### src/rtl/pkt_slot_pkg.sv
package pkt_slot_pkg;
    localparam logic [1:0] MODE_OFF   = 2'd0;
    localparam logic [1:0] MODE_ONCE  = 2'd1;
    localparam logic [1:0] MODE_FIELD = 2'd2;
    localparam logic [1:0] MODE_FRAME = 2'd3;

    localparam int HDR_BYTES = 3;
    localparam int HDR_BITS  = 20;
    localparam int NIBBLE    = 4;

    typedef enum logic [1:0] {
        ST_IDLE    = 2'd0,
        ST_HEADER  = 2'd1,
        ST_PAYLOAD = 2'd2
    } tx_state_e;
endpackage

### src/rtl/pkt_slot_regs.sv
module pkt_slot_regs
    import pkt_slot_pkg::*;
#(
    parameter int NS    = 6,
    parameter int NW    = 7,
    parameter int OFS_W = 3,
    parameter int SW    = 3,
    parameter int AW    = 6
)(
    input  logic                          clk,
    input  logic                          rst_n,
    input  logic                          wr_en,
    input  logic [AW-1:0]                 addr,
    input  logic [31:0]                   wdata,
    output logic [31:0]                   rdata,
    input  logic                          done,
    input  logic [SW-1:0]                 done_slot,
    output logic [NS-1:0][1:0]            mode_o,
    output logic [NS-1:0]                 arm_o,
    output logic [NS-1:0][HDR_BITS-1:0]   hdr_o,
    output logic [NS-1:0][NW-1:0][31:0]   pay_o
);
    logic [NS-1:0][1:0]          mode_q;
    logic [NS-1:0][HDR_BITS-1:0] hdr_q;
    logic [NS-1:0][NW-1:0][31:0] pay_q;

    logic [SW-1:0]    sel;
    logic [OFS_W-1:0] word;
    logic             sel_ok;
    logic             cfg_hit;
    logic [SW-1:0]    sel_idx;
    logic [OFS_W-1:0] word_idx;
    logic [SW-1:0]    done_idx;

    assign sel      = addr[AW-1:OFS_W];
    assign word     = addr[OFS_W-1:0];
    assign cfg_hit  = (addr == '0);
    assign sel_ok   = (sel != '0) && (sel <= SW'(NS));
    assign sel_idx  = sel - SW'(1);
    assign word_idx = word - OFS_W'(1);
    assign done_idx = done_slot - SW'(1);

    always_ff @(posedge clk) begin
        if (!rst_n) begin
            mode_q <= '0;
            hdr_q  <= '0;
            pay_q  <= '0;
        end else begin
            if (done && mode_q[done_idx] == MODE_ONCE)
                mode_q[done_idx] <= MODE_OFF;
            if (wr_en) begin
                if (cfg_hit) begin
                    for (int i = 0; i < NS; i++)
                        mode_q[i] <= wdata[i*NIBBLE +: 2];
                end else if (sel_ok) begin
                    if (word == '0)
                        hdr_q[sel_idx] <= wdata[HDR_BITS-1:0];
                    else if (word <= OFS_W'(NW))
                        pay_q[sel_idx][word_idx] <= wdata;
                end
            end
        end
    end

    always_comb begin
        rdata = '0;
        if (cfg_hit) begin
            for (int i = 0; i < NS; i++)
                rdata[i*NIBBLE +: 2] = mode_q[i];
        end else if (sel_ok) begin
            if (word == '0)
                rdata[HDR_BITS-1:0] = hdr_q[sel_idx];
            else if (word <= OFS_W'(NW))
                rdata = pay_q[sel_idx][word_idx];
        end
    end

    for (genvar g = 0; g < NS; g++) begin : g_arm
        assign arm_o[g] = wr_en && cfg_hit && (wdata[g*NIBBLE +: 2] == MODE_ONCE);
    end

    assign mode_o = mode_q;
    assign hdr_o  = hdr_q;
    assign pay_o  = pay_q;
endmodule

### src/rtl/pkt_slot_arb.sv
module pkt_slot_arb
    import pkt_slot_pkg::*;
#(
    parameter int NS = 6,
    parameter int SW = 3
)(
    input  logic               clk,
    input  logic               rst_n,
    input  logic [NS-1:0][1:0] mode_i,
    input  logic [NS-1:0]      arm_i,
    input  logic               field_stb,
    input  logic               frame_stb,
    input  logic               idle_i,
    output logic [NS-1:0]      grant_o,
    output logic [SW-1:0]      grant_slot_o,
    output logic [NS-1:0]      active_o
);
    logic [NS-1:0] pend_q;
    logic [NS-1:0] pend_d;
    logic [NS-1:0] elig;

    for (genvar g = 0; g < NS; g++) begin : g_slot
        logic p_nxt;
        assign active_o[g] = (mode_i[g] != MODE_OFF);
        always_comb begin
            p_nxt = pend_q[g];
            if (grant_o[g])
                p_nxt = 1'b0;
            if (mode_i[g] == MODE_OFF)
                p_nxt = 1'b0;
            if (field_stb && mode_i[g] == MODE_FIELD)
                p_nxt = 1'b1;
            if (frame_stb && (mode_i[g] == MODE_FIELD || mode_i[g] == MODE_FRAME))
                p_nxt = 1'b1;
            if (arm_i[g])
                p_nxt = 1'b1;
        end
        assign pend_d[g] = p_nxt;
    end

    assign elig = pend_q & active_o;

    always_comb begin
        grant_o      = '0;
        grant_slot_o = '0;
        if (idle_i) begin
            for (int i = 0; i < NS; i++) begin
                if (elig[i] && grant_o == '0) begin
                    grant_o[i]   = 1'b1;
                    grant_slot_o = SW'(i + 1);
                end
            end
        end
    end

    always_ff @(posedge clk) begin
        if (!rst_n) pend_q <= '0;
        else        pend_q <= pend_d;
    end
endmodule

### src/rtl/pkt_slot_tx.sv
module pkt_slot_tx
    import pkt_slot_pkg::*;
#(
    parameter int NS = 6,
    parameter int NW = 7,
    parameter int SW = 3
)(
    input  logic                          clk,
    input  logic                          rst_n,
    input  logic                          start_i,
    input  logic [SW-1:0]                 start_slot_i,
    input  logic [NS-1:0][HDR_BITS-1:0]   hdr_i,
    input  logic [NS-1:0][NW-1:0][31:0]   pay_i,
    output logic                          tx_valid,
    input  logic                          tx_ready,
    output logic [7:0]                    tx_data,
    output logic                          tx_last,
    output logic [SW-1:0]                 tx_slot,
    output logic                          idle_o,
    output logic                          done_o
);
    localparam int PKT_BYTES = HDR_BYTES + 4 * NW;
    localparam int IDX_W     = $clog2(PKT_BYTES);

    tx_state_e               state_q, state_d;
    logic [IDX_W-1:0]        idx_q;
    logic [SW-1:0]           slot_q;
    logic [HDR_BITS-1:0]     sh_hdr;
    logic [NW-1:0][31:0]     sh_pay;
    logic [SW-1:0]           start_idx;
    logic [IDX_W-1:0]        p;
    logic                    fire;
    logic                    at_hdr_end;
    logic                    at_pkt_end;

    assign start_idx  = start_slot_i - SW'(1);
    assign fire       = tx_valid && tx_ready;
    assign at_hdr_end = (idx_q == IDX_W'(HDR_BYTES - 1));
    assign at_pkt_end = (idx_q == IDX_W'(PKT_BYTES - 1));
    assign p          = idx_q - IDX_W'(HDR_BYTES);

    always_ff @(posedge clk) begin
        if (!rst_n) state_q <= ST_IDLE;
        else        state_q <= state_d;
    end

    always_comb begin
        state_d = state_q;
        unique case (state_q)
            ST_IDLE:    if (start_i)              state_d = ST_HEADER;
            ST_HEADER:  if (fire && at_hdr_end)   state_d = ST_PAYLOAD;
            ST_PAYLOAD: if (fire && at_pkt_end)   state_d = ST_IDLE;
            default:                              state_d = ST_IDLE;
        endcase
    end

    always_ff @(posedge clk) begin
        if (!rst_n) begin
            idx_q  <= '0;
            slot_q <= '0;
            sh_hdr <= '0;
            sh_pay <= '0;
        end else if (state_q == ST_IDLE && start_i) begin
            idx_q  <= '0;
            slot_q <= start_slot_i;
            sh_hdr <= hdr_i[start_idx];
            sh_pay <= pay_i[start_idx];
        end else if (fire) begin
            idx_q <= idx_q + IDX_W'(1);
        end
    end

    always_comb begin
        tx_valid = 1'b0;
        tx_data  = '0;
        tx_last  = 1'b0;
        idle_o   = 1'b0;
        unique case (state_q)
            ST_IDLE: idle_o = 1'b1;
            ST_HEADER: begin
                tx_valid = 1'b1;
                if (idx_q == IDX_W'(0))      tx_data = sh_hdr[7:0];
                else if (idx_q == IDX_W'(1)) tx_data = sh_hdr[15:8];
                else                         tx_data = {4'b0000, sh_hdr[19:16]};
            end
            ST_PAYLOAD: begin
                tx_valid = 1'b1;
                tx_data  = sh_pay[p[IDX_W-1:2]][{p[1:0], 3'b000} +: 8];
                tx_last  = at_pkt_end;
            end
            default: idle_o = 1'b1;
        endcase
    end

    assign tx_slot = slot_q;
    assign done_o  = fire && (state_q == ST_PAYLOAD) && at_pkt_end;
endmodule

### src/rtl/pkt_slot_sched.sv
module pkt_slot_sched
    import pkt_slot_pkg::*;
#(
    parameter int NUM_SLOTS = 6,
    parameter int PAY_WORDS = 7,
    localparam int OFS_W  = $clog2(PAY_WORDS + 1),
    localparam int SLOT_W = $clog2(NUM_SLOTS + 1),
    localparam int ADDR_W = OFS_W + SLOT_W
)(
    input  logic              clk,
    input  logic              rst_n,
    input  logic              reg_wr,
    input  logic [ADDR_W-1:0] reg_addr,
    input  logic [31:0]       reg_wdata,
    output logic [31:0]       reg_rdata,
    input  logic              field_start,
    input  logic              frame_start,
    output logic              tx_valid,
    input  logic              tx_ready,
    output logic [7:0]        tx_data,
    output logic              tx_last,
    output logic [SLOT_W-1:0] tx_slot
);
    logic [NUM_SLOTS-1:0][1:0]                 mode_w;
    logic [NUM_SLOTS-1:0]                      arm_w;
    logic [NUM_SLOTS-1:0][HDR_BITS-1:0]        hdr_w;
    logic [NUM_SLOTS-1:0][PAY_WORDS-1:0][31:0] pay_w;
    logic [NUM_SLOTS-1:0]                      grant_w;
    logic [NUM_SLOTS-1:0]                      active_w;
    logic [SLOT_W-1:0]                         gslot_w;
    logic                                      idle_w;
    logic                                      done_w;

    pkt_slot_regs #(
        .NS(NUM_SLOTS), .NW(PAY_WORDS), .OFS_W(OFS_W), .SW(SLOT_W), .AW(ADDR_W)
    ) u_regs (
        .clk(clk), .rst_n(rst_n),
        .wr_en(reg_wr), .addr(reg_addr), .wdata(reg_wdata), .rdata(reg_rdata),
        .done(done_w), .done_slot(tx_slot),
        .mode_o(mode_w), .arm_o(arm_w), .hdr_o(hdr_w), .pay_o(pay_w)
    );

    pkt_slot_arb #(.NS(NUM_SLOTS), .SW(SLOT_W)) u_arb (
        .clk(clk), .rst_n(rst_n),
        .mode_i(mode_w), .arm_i(arm_w),
        .field_stb(field_start), .frame_stb(frame_start),
        .idle_i(idle_w),
        .grant_o(grant_w), .grant_slot_o(gslot_w), .active_o(active_w)
    );

    pkt_slot_tx #(.NS(NUM_SLOTS), .NW(PAY_WORDS), .SW(SLOT_W)) u_tx (
        .clk(clk), .rst_n(rst_n),
        .start_i(|grant_w), .start_slot_i(gslot_w),
        .hdr_i(hdr_w), .pay_i(pay_w),
        .tx_valid(tx_valid), .tx_ready(tx_ready), .tx_data(tx_data),
        .tx_last(tx_last), .tx_slot(tx_slot),
        .idle_o(idle_w), .done_o(done_w)
    );
endmodule

### config.mk
export PLATFORM = sky130hd
export DESIGN_NAME = pkt_slot_sched
export DESIGN_NICKNAME = d
export VERILOG_FILES = /design/src/rtl/pkt_slot_pkg.sv /design/src/rtl/pkt_slot_regs.sv /design/src/rtl/pkt_slot_arb.sv /design/src/rtl/pkt_slot_tx.sv /design/src/rtl/pkt_slot_sched.sv
export SDC_FILE = /design/constraint.sdc
export NUM_CORES = 2
export LEC_CHECK = 0
export ABC_CLOCK_PERIOD_IN_PS = 9900
export BUFFER_PORTS_ARGS = -buffer_cell sky130_fd_sc_hd__buf_2
export CORE_UTILIZATION = 35
export DETAILED_ROUTE_END_ITERATION = 7
export PLACE_DENSITY_LB_ADDON = 0.08
export SYNTH_ARGS = -nofsm -noshare
export SYNTH_HDL_FRONTEND = slang
export SYNTH_SLANG_ARGS = --single-unit
### constraint.sdc
create_clock -name clk -period 9.9 [get_ports clk]
set_input_delay 0.99 -clock clk [delete_from_list [all_inputs] [get_ports clk]]
set_output_delay 0.99 -clock clk [all_outputs]
set_load 0.02 [all_outputs]
==> Word level (Yosys, flattened, before mapping) <==
Index checks and enable logic that the tools add are counted.
Widths: inputs -> output; s select.
{ "word_totals": {"out_inout_bits": 45, "n_memories": 0, "mem_bits_rw": 0, "inputBits": 44, "elab_cells": 297, "latch_bits": 0, "romBits": 0, "regBits": 1736} }
{ "classes": {"eq_ne": 27, "bitwise": 7, "add_sub_neg": 6, "reduce_logical": 74, "mul": 0, "order_cmp": 10, "muxes": 101, "n_shift": 1, "div": 0} }
{ "ops": {"columns": ["op", "n"], "rows": [
  ["$bmux 224 s3", 2],
  ["$bwmux 1344", 1],
  ["$demux 224 s3", 1],
  ["$mux 224", 3],
  ["$bmux 32 s3", 2],
  ["$mux 32", 5],
  ["$bmux 20 s3", 2],
  ["$bwmux 120", 1],
  ["$demux 32 s3", 1],
  ["$mux 20", 4],
  ["$demux 20 s3", 1],
  ["$mux 12", 4],
  ["$mux 1", 44],
  ["$mux 2", 18],
  ["$logic_and 1x1->1", 35],
  ["$shiftx 32x6->8", 1],
  ["$reduce_bool 5->1", 6],
  ["$eq 2x2->1 const B", 13],
  ["$lt 3x4->1 const B", 5],
  ["$eq 2x1->1 const B", 8],
  ["$logic_not 2->1", 8],
  ["$mux 8", 2],
  ["$pmux 8 s2", 1],
  ["$and 12x12->12", 1],
  ["30 further kinds", 57]
]} }

==> Depth between registers and ports, before layout <==
{ "logic_depth": {"ltp_word": 29, "mapped_depth": 18, "ltp_nobuf": 10} }

==> By module <==
A second synthesis with hierarchy kept.
{ "unflattened": {"hier_cells": 10933, "hier_area_um2": 92640.1} }
{ "modules_own_cells": {"columns": ["mod", "seq_area_each_um2", "area_each_um2", "instances", "cells_each"], "rows": [
  ["pkt_slot_regs", 29548.3, 68446.9, 1, 8362],
  ["pkt_slot_tx", 5084.9, 23643.9, 1, 2503],
  ["pkt_slot_arb", 120.1, 535.5, 1, 65],
  ["pkt_slot_sched", 0.0, 13.8, 1, 3]
]} }

==> Least setup slack after synthesis <==
OpenSTA, ideal clock, no wires.
{ "synth_timing": {"path_kind": "input to output", "startpoint": "in reg_addr[3]", "endpoint": "out reg_rdata[3]", "arrival_ns": 4.368, "path_slack_ns": 4.542, "n_path_buf": 10, "stages": 16, "path_cell_list": "buf_2 inv_2 buf_2 buf_2 buf_2 buf_2 ha_1 buf_2 buf_2 buf_2 buf_2 buf_1 a21oi_1 o21ai_0 nor3_1 a211oi_1"} }
{ "synth_via": {"elab_chain_cells": 9, "word_cells_on_any_way": 15, "cone_classes": "1 x add/sub; 1 x order compare; 10 x mux; 3 x reduce/logical"} }
{ "synth_lines": {"columns": ["item", "line_no", "rtl"], "rows": [
  ["start, declared", "pkt_slot_sched.sv:13", "input logic [ADDR_W-1:0] reg_addr,"],
  ["$sub 3x1->3", "pkt_slot_regs.sv:39", "assign sel_idx = sel - SW'(1);"],
  ["$bmux 224 s3", "pkt_slot_regs.sv:74", "rdata = pay_q[sel_idx][word_idx];"],
  ["$mux 224 (not written as such)", "pkt_slot_regs.sv:74", null],
  ["$bmux 32 s3", "pkt_slot_regs.sv:74", null],
  ["$mux 32 (not written as such)", "pkt_slot_regs.sv:74", null],
  ["$mux 32", "pkt_slot_regs.sv:73", "else if (word <= OFS_W'(NW))"],
  ["$mux 20", "pkt_slot_regs.sv:71", "if (word == '0)"],
  ["$mux 32", "pkt_slot_regs.sv:70", "end else if (sel_ok) begin"],
  ["$mux 2 *", "pkt_slot_regs.sv:67", "if (cfg_hit) begin"],
  ["end, declared", "pkt_slot_sched.sv:15", "output logic [31:0] reg_rdata,"]
]} }
Every way passes the cells marked *; elsewhere a longest branch is shown, timed or not. The select of a mux whose other input is x is not followed.

==> Worst setup path in the final report <==
{ "layout_timing": {"startpoint": "reg u_tx.idx_q[1]", "endpoint": "out tx_data[0]"} }
{ "layout_via": {"elab_chain_cells": 5, "word_cells_on_any_way": 9, "cone_classes": "1 x add/sub; 1 x eq/ne; 1 x shift; 5 x mux; 1 x reduce/logical"} }
{ "layout_lines": {"columns": ["item", "line_no", "rtl"], "rows": [
  ["start, declared", "pkt_slot_tx.sv:26", "logic [IDX_W-1:0] idx_q;"],
  ["start signal, assigned", "pkt_slot_tx.sv:69", "idx_q <= idx_q + IDX_W'(1);"],
  ["$sub 5x2->5", "pkt_slot_tx.sv:40", "assign p = idx_q - IDX_W'(HDR_BYTES);"],
  ["$bmux 32 s3", "pkt_slot_tx.sv:88", "tx_data = sh_pay[p[IDX_W-1:2]][{p[1:0], 3'b000} +: 8];"],
  ["$mux 32 (not written as such)", "pkt_slot_tx.sv:88", null],
  ["$shiftx 32x6->8", "pkt_slot_tx.sv:88", null],
  ["$pmux 8 s2 *", "pkt_slot_tx.sv:78", "unique case (state_q)"],
  ["end, declared", "pkt_slot_sched.sv:20", "output logic [7:0] tx_data,"]
]} }
Marks and branches as above.

==> out/metrics.yaml <==
outcome:
  status: "finished, violations left"
  violations: "max-capacitance violations, max-slew violations"
final_layout:
  finalNonFillerCells: 13600
  drive_gt1_share_pct: 11.5
  final_net_count: 10300
  fill_cells: 24400
  multi_input_area_sq_um: 46300
  area_growth_pct: 11.9
  final-seq-area_sq_um: 34800
yosys:
  ys_ff_latch: 1736
  synthCells: 10700
  synth_ff_type: "dfxtp_1"
  yosysWarningCount: 0
  synthMuxAreaShare_pct: 14.1
  synth_top_family_by_area: "compound AO/OA/AOI/OAI gates"
  yosysSeqAreaShare_pct: 40.9
  syn_avg_cell_area_sq_um: 7.93
  synth.distinct_cells: 82
  synth_compound_area_share_pct: 19.8
  synth-adder-area-share_pct: 0.221
  yosys.area_share.simple_pct: 19.3
  async_flop_share_pct: 0
  synth_xor_area_share_pct: 0.231
  synth-edff-count: 0
  netlist_area_sq_um: 85000
  syn-num-nets: 10800
floorplan:
  dieArea_sq_um: 245000
  initial_core_util_pct: 35.3
  die_h_microns: 495
  die_w_microns: 495
  ios: 89
  rows: 180
  design.core.area_sq_um: 241000
placement:
  io_buffer_count: 88
  place_congestion: 0.995
  placed_cells: 13200
  place_hpwl_microns: 297000
sta:
  timing.final.crit_share_pct: 76.8
  tns_ns: 0
  final_hold_viol_count: 0
  period_needed_ns: 7.60
  relSlewSlack_pct: -8.21
  drv_slew: 26
  timing.fmax_mhz: 132
  finClkSkew_ns: 0.0531
  grt_setup_unrepaired: "false"
  setup_violations: 0
  worst_pin_slew_ns: 1.62
critical_path:
  slowest_delay_ns: 0.88
  critPathKind: "reg2out"
  r2r_cells: 10
  crit-reg2reg-capture: "u_tx.sh_pay[219]"
  crit_buf_inv: 3
  cp.arrival_ns: 6.61
  crit_fanout: 18
  start_kind: "flop"
  cp.depth: 11
  reg2reg_slack_ns: 4.10
  crit_family: "compound AO/OA/AOI/OAI gates"
  path_cells: "ha_2, buf_4, nor3_2, xnor2_4, buf_4, o21ai_0, a21oi_1, nor4_1, o21ai_0, o211ai_1, buf_2"
  required_ns: 8.91
  r2r-start: "u_regs.mode_o[6]"
  worst_path_max_delay_cell: "dfxtp_1"
  crit_path_end_kind: "output port"
drt:
  viasPerCell: 6.37
  drtIter0Drc: 13900
  post_drt_wl_per_cell_microns: 36.3
  drc: 0
  via_count: 86700
  drt-total-wl_microns: 494000
  firstDrtPassIters: 6
  ant_nets: 0
job:
  drv_cap: 2
cts:
  cts.hold.buffers_added: 0
  cts_tree: "yes"
  cts_buffers: 201
  cts-root-buf: "clkbuf_16"
  clk_pin_slew_ns: 0.06
  clock-sinks: 1736
  clk_latency_ns: 0.89
  cts_max_level: 4
  cts_setup_buffers: 0
  cts_resized: 0
  cts_buffer_depth: 3
grt:
  grt_pass1_vias: 78900
  grt_max_degree: 195
  grt_antenna_before_repair: 55
  grt_overflow: 0
  grt_pass1_wl_microns: 672000
  grt_usage_pct: 39.1
min_path:
  holdPathEnd: "u_tx.idx_q[1]"
  min_from: "tx_ready"
  holdPathStages: 3
  hold_path_class: "in2reg"
power:
  p_leak_nw: 29.4
  cellPowerDensity_nw_per_um2: 172
  ir_drop_mv: 0.169
## worst reg2reg max path, stage by stage (launching register included)
cell	delay [ns]
dfxtp_1	0.39
o21ai_1	0.36
nor2b_1	0.23
o21ai_1	0.13
a21oi_4	0.29
buf_12	0.67
buf_4	0.97
buf_4	0.89
buf_4	0.81
mux4_2	0.63
a221o_1	0.30
## where the power goes
part	internal (W)	switching, W
clock	0.00466	0.00335
combinational	0.000222	0.00108
sequential	0.00701	0.0000186
## cells in the mapped netlist (8+ instances only)
library cell     n  share of area, %
mux4_2         328               8.7
mux2i_1        420               4.9
buf_1           39              0.17
and3_1           8             0.059
o311ai_0        12              0.12
a22o_1          10              0.10
o31ai_1         12              0.11
o221ai_1        20              0.21
nor2_1         247               1.1
a211oi_1        12              0.11
nand3_1         75              0.44
o32ai_1         14              0.14
nand4_1         53              0.39
a21oi_1       1901                11
buf_4           23              0.20
ha_1            15              0.22
o22ai_1        107              0.79
buf_2          311               1.8
o2bb2ai_1        8             0.082
a221oi_1        45              0.46
o21a_1           9             0.079
dfxtp_1       1736                41
nor3_1          68              0.40
nand2_1       3641                16
inv_1           28              0.12
o21ai_0        225               1.3
o211ai_1        41              0.36
xnor2_1         10              0.10
mux2_2          35              0.46
a32oi_1         29              0.30
or3_1           32              0.24
o21ai_1          9             0.053
nor2b_1         16              0.12
a2111oi_0        9             0.093
clkbuf_1       704               3.1
or2_2           11             0.081
a31oi_1         38              0.28
a221o_1        254               3.0
a22oi_1         43              0.38
## cells by family after synthesis
kind of cell | Yosys count
multiplexers | 783
adder cells (fa/ha/maj) | 15
flip-flops | 1736
AND/OR/NAND/NOR | 4197
XOR/XNOR | 19
buffers and inverters | 1112
AO/OA/AOI/OAI | 2855
## layer usage
layer	up-vias	GRT usage [%]	part of all wire, %
met2	6192	56.5	42
met3	1456	11.6	12
met4	38	25.4	7.6
met5	-	0.235	0.063
met1	42700	50.3	38
li1	36300	-	-
## cell usage in the layout (no fill, tap or decap), types with 57 or more instances in the layout
| cell type | count |
|---|---|
| dfxtp_1 | 1733 |
| a221o_1 | 254 |
| o21ai_0 | 224 |
| nor3_1 | 59 |
| nor2_1 | 191 |
| a21oi_1 | 1900 |
| o22ai_1 | 107 |
| mux2i_1 | 420 |
| clkbuf_8 | 57 |
| clkbuf_1 | 59 |
| nand2_1 | 3638 |
| buf_4 | 277 |
| nand3_1 | 72 |
| clkbuf_16 | 204 |
| mux4_2 | 328 |
| buf_2 | 86 |
## area by class of cell
class / count / share of cell area, %
inverter: 33 / 0.153
sequential: 1736 / 36.5
clock buffer: 320 / 6.43
clock inverter: 58 / 0.960
antenna: 19 / 0.0500
multi-input combinational: 7869 / 48.7
timing repair buffer: 381 / 3.01
tap: 3185 / 4.19
## flip-flops by register name, summed over array words and instances, names as in the netlist
signal         count
u_regs.pay_o    1344
u_tx.sh_pay      224
u_regs.hdr_o     120
u_tx.sh_hdr       20
u_regs.mode_o     12
u_arb.pend_q       6
u_tx.idx_q         5
u_tx.tx_slot       3
u_tx.state_q       2
## worst max-delay path by stage
| stage | startpoint | to | slack [ns] |
|---|---|---|---|
| after floorplan | reg_addr[3] | reg_rdata[3] | 4.54 |
| after global placement | reg_addr[0] | reg_rdata[3] | 2.60 |
| after detailed placement | reg_addr[0] | reg_rdata[3] | 2.64 |
| after CTS | u_tx.idx_q[1] | tx_data[0] | 2.59 |
| after global routing | reg_addr[3] | reg_rdata[7] | 2.52 |
| final | u_tx.idx_q[1] | tx_data[0] | 2.30 |
## stage by stage
| stage | area, sq um | setup WS [ns] | hold slack [ns] | util (%) | total power [W] |
|---|---|---|---|---|---|
| 2_1_floorplan | 85000 | 4.54 | 0.442 | - | 0.00777 |
| 3_3_place_gp | 88000 | 2.60 | 0.449 | 36.5 | 0.00840 |
| 3_5_place_dp | 88000 | 2.64 | 0.458 | 36.5 | 0.00841 |
| 4_1_cts | 95100 | 2.59 | 0.411 | 39.4 | 0.0163 |
| 5_1_grt | 95100 | 2.52 | 0.433 | 39.5 | 0.0166 |
| 6_report | 95100 | 2.30 | 0.441 | 39.5 | 0.0163 |
Note: power is estimated with default switching activity, not from simulation.
